## config.mk

```make
export PLATFORM = sky130hd
export DESIGN_NAME = term_flag_io
export DESIGN_NICKNAME = d
export VERILOG_FILES = /design/src/rtl/term_io_pkg.sv /design/src/rtl/term_rx_chan.sv /design/src/rtl/term_tx_chan.sv /design/src/rtl/term_ie_ctl.sv /design/src/rtl/term_flag_io.sv
export SDC_FILE = /design/constraint.sdc
export NUM_CORES = 1
export LEC_CHECK = 0
export BUFFER_PORTS_ARGS = -buffer_cell sky130_fd_sc_hd__buf_2
export CAP_MARGIN = 20
export CORE_ASPECT_RATIO = 0.6
export CORE_MARGIN = 2
export CORE_UTILIZATION = 30
export DETAILED_ROUTE_END_ITERATION = 6
export SLEW_MARGIN = 40
export SYNTH_ARGS = -nofsm -noshare
export SYNTH_HDL_FRONTEND = slang
export SYNTH_SLANG_ARGS = --single-unit
```

## constraint.sdc

```tcl
create_clock -name clk -period 1.1 [get_ports clk]
set_input_delay 0.22 -clock clk [delete_from_list [all_inputs] [get_ports clk]]
set_output_delay 0.22 -clock clk [all_outputs]
set_load 0.02 [all_outputs]
```

## src/rtl/term_io_pkg.sv

```systemverilog
package term_io_pkg;

    localparam int unsigned CHAR_W_DEF = 8;

    typedef enum logic {
        RX_EMPTY = 1'b0,
        RX_FULL  = 1'b1
    } rx_state_t;

    typedef enum logic {
        TX_READY   = 1'b0,
        TX_PENDING = 1'b1
    } tx_state_t;

    typedef enum logic {
        IE_OFF = 1'b0,
        IE_ON  = 1'b1
    } ie_state_t;

endpackage

```

## src/rtl/term_rx_chan.sv

```systemverilog
module term_rx_chan
    import term_io_pkg::*;
#(
    parameter int unsigned CHAR_W = CHAR_W_DEF
) (
    input  logic              clk,
    input  logic              rst_n,
    input  logic              dev_wr,
    input  logic [CHAR_W-1:0] dev_char,
    input  logic              take,
    output logic              flag,
    output logic [CHAR_W-1:0] char_q
);

    rx_state_t state_q, state_d;
    logic      load;

    // state register
    always_ff @(posedge clk or negedge rst_n) begin
        if (!rst_n) begin
            state_q <= RX_EMPTY;
        end else begin
            state_q <= state_d;
        end
    end

    // next state and outputs
    always_comb begin
        state_d = state_q;
        load    = 1'b0;
        flag    = 1'b0;
        unique case (state_q)
            RX_EMPTY: begin
                flag = 1'b0;
                if (dev_wr) begin
                    load    = 1'b1;
                    state_d = RX_FULL;
                end
            end
            RX_FULL: begin
                flag = 1'b1;
                if (take) begin
                    state_d = RX_EMPTY;
                end
            end
        endcase
    end

    always_ff @(posedge clk or negedge rst_n) begin
        if (!rst_n) begin
            char_q <= '0;
        end else if (load) begin
            char_q <= dev_char;
        end
    end

endmodule

```

## src/rtl/term_tx_chan.sv

```systemverilog
module term_tx_chan
    import term_io_pkg::*;
#(
    parameter int unsigned CHAR_W = CHAR_W_DEF
) (
    input  logic              clk,
    input  logic              rst_n,
    input  logic              send,
    input  logic [CHAR_W-1:0] acc_byte,
    input  logic              dev_rd,
    output logic              flag,
    output logic [CHAR_W-1:0] char_q
);

    tx_state_t state_q, state_d;
    logic      load;

    // state register
    always_ff @(posedge clk or negedge rst_n) begin
        if (!rst_n) begin
            state_q <= TX_READY;
        end else begin
            state_q <= state_d;
        end
    end

    // next state and outputs
    always_comb begin
        state_d = state_q;
        load    = send;
        flag    = 1'b1;
        unique case (state_q)
            TX_READY: begin
                flag = 1'b1;
                if (send) begin
                    state_d = TX_PENDING;
                end
            end
            TX_PENDING: begin
                flag = 1'b0;
                if (dev_rd && !send) begin
                    state_d = TX_READY;
                end
            end
        endcase
    end

    always_ff @(posedge clk or negedge rst_n) begin
        if (!rst_n) begin
            char_q <= '0;
        end else if (load) begin
            char_q <= acc_byte;
        end
    end

endmodule

```

## src/rtl/term_ie_ctl.sv

```systemverilog
module term_ie_ctl
    import term_io_pkg::*;
(
    input  logic clk,
    input  logic rst_n,
    input  logic set_en,
    input  logic clr_en,
    input  logic force_clr,
    output logic enabled
);

    ie_state_t state_q, state_d;

    // state register
    always_ff @(posedge clk or negedge rst_n) begin
        if (!rst_n) begin
            state_q <= IE_OFF;
        end else begin
            state_q <= state_d;
        end
    end

    // next state and outputs
    always_comb begin
        state_d = state_q;
        enabled = 1'b0;
        unique case (state_q)
            IE_OFF: begin
                enabled = 1'b0;
                if (set_en && !force_clr) begin
                    state_d = IE_ON;
                end
            end
            IE_ON: begin
                enabled = 1'b1;
                if (force_clr || clr_en) begin
                    state_d = IE_OFF;
                end
            end
        endcase
    end

endmodule

```

## src/rtl/term_flag_io.sv

```systemverilog
module term_flag_io
    import term_io_pkg::*;
#(
    parameter int unsigned CHAR_W = CHAR_W_DEF
) (
    input  logic              clk,
    input  logic              rst_n,
    input  logic              dev_rx_wr,
    input  logic [CHAR_W-1:0] dev_rx_char,
    input  logic              dev_tx_rd,
    output logic [CHAR_W-1:0] dev_tx_char,
    output logic              rx_flag,
    output logic              tx_flag,
    input  logic              cpu_inp,
    input  logic              cpu_out,
    input  logic              cpu_ski,
    input  logic              cpu_sko,
    input  logic              cpu_ion,
    input  logic              cpu_iof,
    input  logic              cpu_clr_ien,
    input  logic [CHAR_W-1:0] acc_lo_in,
    output logic [CHAR_W-1:0] acc_lo_out,
    output logic              skip_req,
    output logic              irq
);

    logic ien_q;

    term_rx_chan #(.CHAR_W(CHAR_W)) u_rx (
        .clk      (clk),
        .rst_n    (rst_n),
        .dev_wr   (dev_rx_wr),
        .dev_char (dev_rx_char),
        .take     (cpu_inp),
        .flag     (rx_flag),
        .char_q   (acc_lo_out)
    );

    term_tx_chan #(.CHAR_W(CHAR_W)) u_tx (
        .clk      (clk),
        .rst_n    (rst_n),
        .send     (cpu_out),
        .acc_byte (acc_lo_in),
        .dev_rd   (dev_tx_rd),
        .flag     (tx_flag),
        .char_q   (dev_tx_char)
    );

    term_ie_ctl u_ie (
        .clk       (clk),
        .rst_n     (rst_n),
        .set_en    (cpu_ion),
        .clr_en    (cpu_iof),
        .force_clr (cpu_clr_ien),
        .enabled   (ien_q)
    );

    assign skip_req = (cpu_ski & rx_flag) | (cpu_sko & tx_flag);
    assign irq      = ien_q & (rx_flag | tx_flag);

endmodule

```

After elaboration in Yosys (flattened, before gate mapping)
Cells that the tools add are included.

Register bits: 19. Logic and storage cells: 31. Input port bits: 27.

Mux-type cells: 13. Reduce and logical (&&, ||, !) cells: 5. Bitwise operators: 8.

Operators with widths (number): $pmux 1 s2 (6); $mux 1 (7); $and 1x1->1 (3); $not 1->1 (3); $logic_and 1x1->1 (2); $logic_not 1->1 (2); $or 1x1->1 (2); $logic_or 1x1->1 (1).

Logic depth before layout (Yosys ltp)
Depth after elaboration: 4. Depth in mapped cells: 3.

Hierarchy
A second synthesis with hierarchy kept.

Cell total of the unflattened synthesis: 46. Area, all modules: 794.5 sq um.

By module, submodules not included: term_rx_chan (seq. area each 225.2 sq um, cells each 21, area each 374.1 sq um, instances 1); term_tx_chan (seq. area each 225.2 sq um, cells each 20, area each 367.9 sq um, instances 1); term_ie_ctl (seq. area each 25.0 sq um, cells each 3, area each 36.3 sq um, instances 1); term_flag_io (seq. area each 0.0 sq um, cells each 2, area each 16.3 sq um, instances 1).

Worst setup path after synthesis
No wires, ideal clock.

Kind: register to output. Start point: register u_rx.state_q. End point: output port irq. Setup slack: -0.181 ns. Data arrival time: 1.061 ns. Cell stages (with the launch flop): 3. Buffers on the path: 0. Cells stage by stage: dfrtp_1 inv_1 a21boi_0.

Cells in the longest elaborated chain, start to end: 4.

Ends and longest elaborated chain: start: declaration (RTL line term_rx_chan.sv:15) `rx_state_t state_q, state_d;`; start signal: assignment (RTL line term_rx_chan.sv:23) `state_q <= state_d;`; $not 1->1 (RTL line term_rx_chan.sv:32) `unique case (state_q)`; $pmux 1 s2 (*) (RTL line term_rx_chan.sv:32); $or 1x1->1 (*) (RTL line term_flag_io.sv:59) `assign irq = ien_q & (rx_flag | tx_flag);`; $and 1x1->1 (*) (RTL line term_flag_io.sv:59); end: declaration (RTL line term_flag_io.sv:24) `output logic irq`.

Mark *: on every way between the ends. The rest lies on a longest branch, timed or not.

Worst setup path in the final report
Start point: register u_rx.state_q. End point: register u_rx.char_q[2].

Cells in the longest elaborated chain, start to end: 1.

Ends and longest elaborated chain: $mux 1 (RTL line term_rx_chan.sv:32); end signal: assignment (RTL line term_rx_chan.sv:53) `char_q <= dev_char;`; end: declaration (RTL line term_rx_chan.sv:12) `output logic [CHAR_W-1:0] char_q`.

No other way between the ends. A chain may end at the register's enable or synchronous reset.

==> parameters.txt <==
Parameter                              Value

Outcome
  Run status ... complete, but fails checks
  Failing checks ... negative setup slack

Cells and area
  Layout-stage area growth over the synthesis result ... 54.5%
  Fraction of final layout cells with drive strength greater than 1 ... 0.765
  Most common library cell in the layout ignoring fill and taps ... sky130_fd_sc_hd__buf_2
  Filler Cell Count ... 224
  Commonest cells after routing, fill and taps aside ... sky130_fd_sc_hd__buf_2, sky130_fd_sc_hd__dfrtp_1, sky130_fd_sc_hd__mux2_4, sky130_fd_sc_hd__mux2_2, sky130_fd_sc_hd__buf_6
  Number of nets at the end of the flow ... 130
  Count of placed standard cells in the final layout, fillers left out ... 134
  Antenna cell count ... 0
  Final design instance area without fill ... 0.00118 mm2

Drt
  Wirelength per Cell ... 12.4 um
  Wire length after detailed routing ... 1.66 mm
  Post-route ant nets ... 0
  Number of design-rule violations left by the first detailed-router iteration ... 16
  Remaining routing DRC violations ... 0
  Via density per instance ... 4.30
  Total number of vias ... 576
  First-pass iteration count of the detailed router ... 3

STA
  Number of endpoints failing setup at the final stage ... 12
  Setup repair after global routing missed its margin ... true
  Final Hold Vio Count ... 0
  Worst-case hold slack ... 102 ps
  Final Skew ... 1.17 ps
  Final critical delay including setup and external delays ... 1360 ps
  Worst Tran Pin Value ... 422 ps
  Post-route fraction of the period consumed by the critical path ... 1.24
  Maximum achievable frequency ... 735 MHz
  Worst Slack Setup Final ... -260 ps
  Setup tns final ... -2530 ps
  Max-slew headroom at the worst pin ... 0.719
  Number of slew-limit violations in the final report ... 0

Critical path
  Delay of the slowest cell on the worst path ... 410 ps
  Cell-by-cell listing of the critical path ... buf_4 -> buf_6 -> nor2b_4 -> buf_8 -> mux2_4
  Flop-to-flop setup slack ... -260 ps
  Number of buffers and inverters on the critical path ... 3
  Req. time, crit path ... 1240 ps
  Slowest cell on the critical path ... sky130_fd_sc_hd__dfrtp_2
  Critical Path Start Type ... flop
  Crit path max-delay family ... flip-flops
  Worst Setup Path Type ... flop to flop
  Data arrival time of the worst path ... 1500 ps
  Crit end category ... flop
  Largest fanout on the critical path ... 8

Floorplanning
  Width of the die ... 69.2 um
  Core box area ... 0.00247 mm2
  Starting density of the core ... 0.310
  Number of placement rows ... 14
  Num ports ... 47
  Chip Height ... 43.1 um
  Die ar. ... 0.00298 mm2

Logic synthesis
  Register area share after synthesis ... 0.622
  Yosys reg bits ... 19
  Post-synthesis area per instance ... 16.3 um2
  Synth warnings ... 0
  Xor and xnor area share after synthesis ... 0
  Simple-gate share of the synthesized area ... 0.0245
  Total standard cell area after synthesis ... 764 um2
  Yosys cell types ... 12
  Dominant combinational cell family by area after synthesis ... multiplexers
  Net Count, Synth ... 74
  Synthesized instance count ... 47
  Fraction of synthesized area in multiplexers ... 0.275
  Adder-cell area share of the yosys netlist ... 0
  Compound-cell area share of the yosys netlist ... 0.0475

Global route
  Maximum number of pins on one net before global-route repair ... 20
  Total Routing Usage GR ... 0.127
  Number of global-route vias before repair ... 575
  Number of antenna violations at the first check in global routing ... 0
  Global-route wire length before repair ... 2.82 mm
  Overall overflow remaining after global route ... 0

Placement
  Placer congestion estimate ... 0.781
  Count of port buffers added during placement ... 46
  Number of placed cells counting well taps ... 126
  Post-placement cell area ... 0.00104 mm2
  Post-detailed-placement half-perimeter wirelength ... 1.22 mm

Clock tree
  Clock tree from TritonCTS ... yes
  Number of clock sinks seen by CTS ... 19
  Total number of H-tree levels ... 1
  Insertion delay of the later-clocked pin in the worst-skew pair ... 250 ps
  CTS clk-pin slew, worst paths ... 70 ps
  Maximum buffer depth of the clock tree ... 2
  CTS Buf Count ... 3
  Clock root buffer ... sky130_fd_sc_hd__clkbuf_8

Power and ir drop
  Worst VDD drop ... 708 uV
  Pleak ... 0.000605 uW
  Power density normalized to cell area ... 1650 mW/mm2

Min path
  HP Class ... primary input to flop

Run
  Max-cap check violation count ... 0
routing by layer:
metal | global-route usage | part of all wire | vias to the layer above
met4 | 0.0353 | 0.0078 | 0
li1 | - | - | 270
met1 | 0.161 | 0.44 | 272
met2 | 0.187 | 0.43 | 32
met5 | 0 | 0 | -
met3 | 0.0713 | 0.12 | 2
sequential cells by signal (all words and copies together), names as in the netlist:
| name | cells |
|---|---|
| u_ie.state_q | 1 |
| u_rx.char_q | 8 |
| u_rx.state_q | 1 |
| u_tx.char_q | 8 |
| u_tx.state_q | 1 |
cells by family after synthesis:
family          count (synthesis)
mux                            16
simple gates                    3
compound gates                  5
buf+inv                         4
flops                          19
worst reg2reg max path, stage by stage (launching register included):
cell	delay (ps)
sky130_fd_sc_hd__dfrtp_2	410
sky130_fd_sc_hd__buf_4	130
sky130_fd_sc_hd__buf_6	110
sky130_fd_sc_hd__nor2b_4	130
sky130_fd_sc_hd__buf_8	160
sky130_fd_sc_hd__mux2_4	310
path summary, 6_finish.rpt:
| kind | from | to | cells after the start |
|---|---|---|---|
| max | u_rx.state_q | u_rx.char_q[2] | 5 |
| min | cpu_clr_ien | u_ie.state_q | 2 |
| max reg2reg | u_rx.state_q | u_rx.char_q[2] | 5 |
| min reg2reg | u_tx.char_q[6] | u_tx.char_q[6] | 1 |
| max in group asynchronous | rst_n | u_rx.state_q | 2 |
| min in group asynchronous | rst_n | u_tx.char_q[1] | 2 |
stage by stage:
step,util,power [uW],worst slack [ps]
3_3_place_gp,0.422,1390,-60.1
6_report,0.478,1950,-260
2_1_floorplan,-,1200,-70.8
3_5_place_dp,0.422,1410,-130
5_1_grt,0.478,2080,-297
4_1_cts,0.466,1950,-248
synth_stat cells:
| library cell | count | area (um2) |
|---|---|---|
| sky130_fd_sc_hd__a21oi_1 | 1 | 5.00 |
| sky130_fd_sc_hd__nor2b_1 | 1 | 6.26 |
| sky130_fd_sc_hd__inv_1 | 2 | 7.51 |
| sky130_fd_sc_hd__mux2_2 | 8 | 90.1 |
| sky130_fd_sc_hd__o21bai_1 | 2 | 15.0 |
| sky130_fd_sc_hd__nand2b_1 | 2 | 12.5 |
| sky130_fd_sc_hd__a21boi_0 | 1 | 7.51 |
| sky130_fd_sc_hd__buf_2 | 1 | 5.00 |
| sky130_fd_sc_hd__a22o_1 | 1 | 8.76 |
| sky130_fd_sc_hd__buf_6 | 1 | 11.3 |
| sky130_fd_sc_hd__dfrtp_1 | 19 | 475 |
| sky130_fd_sc_hd__mux2_4 | 8 | 120 |
report_power, final:
part           switching, uW  internal, uW
combinational            291           314
sequential              59.9           806
clock                    225           252
final cells by class:
class                      instances  area [um2]  area share
tap                               32        40.0      0.0339
sequential                        19         477       0.404
clock inverter                     1        5.00     0.00424
timing repair buffer              53         323       0.273
inverter                           2        7.51     0.00636
clock buffer                       3        41.3      0.0350
multi-input combinational         24         288       0.244
what timing repair did:
item / CTS / global route
setup endpoints to repair: 12 / 13
hold buffers: 1 / 0
setup buffers: 2 / 1
pin swaps: 1 / 0
endpoints found under the hold margin: 19 / 0
gates resized for setup: 13 / 4
Note: power is estimated with default switching activity, not from simulation.
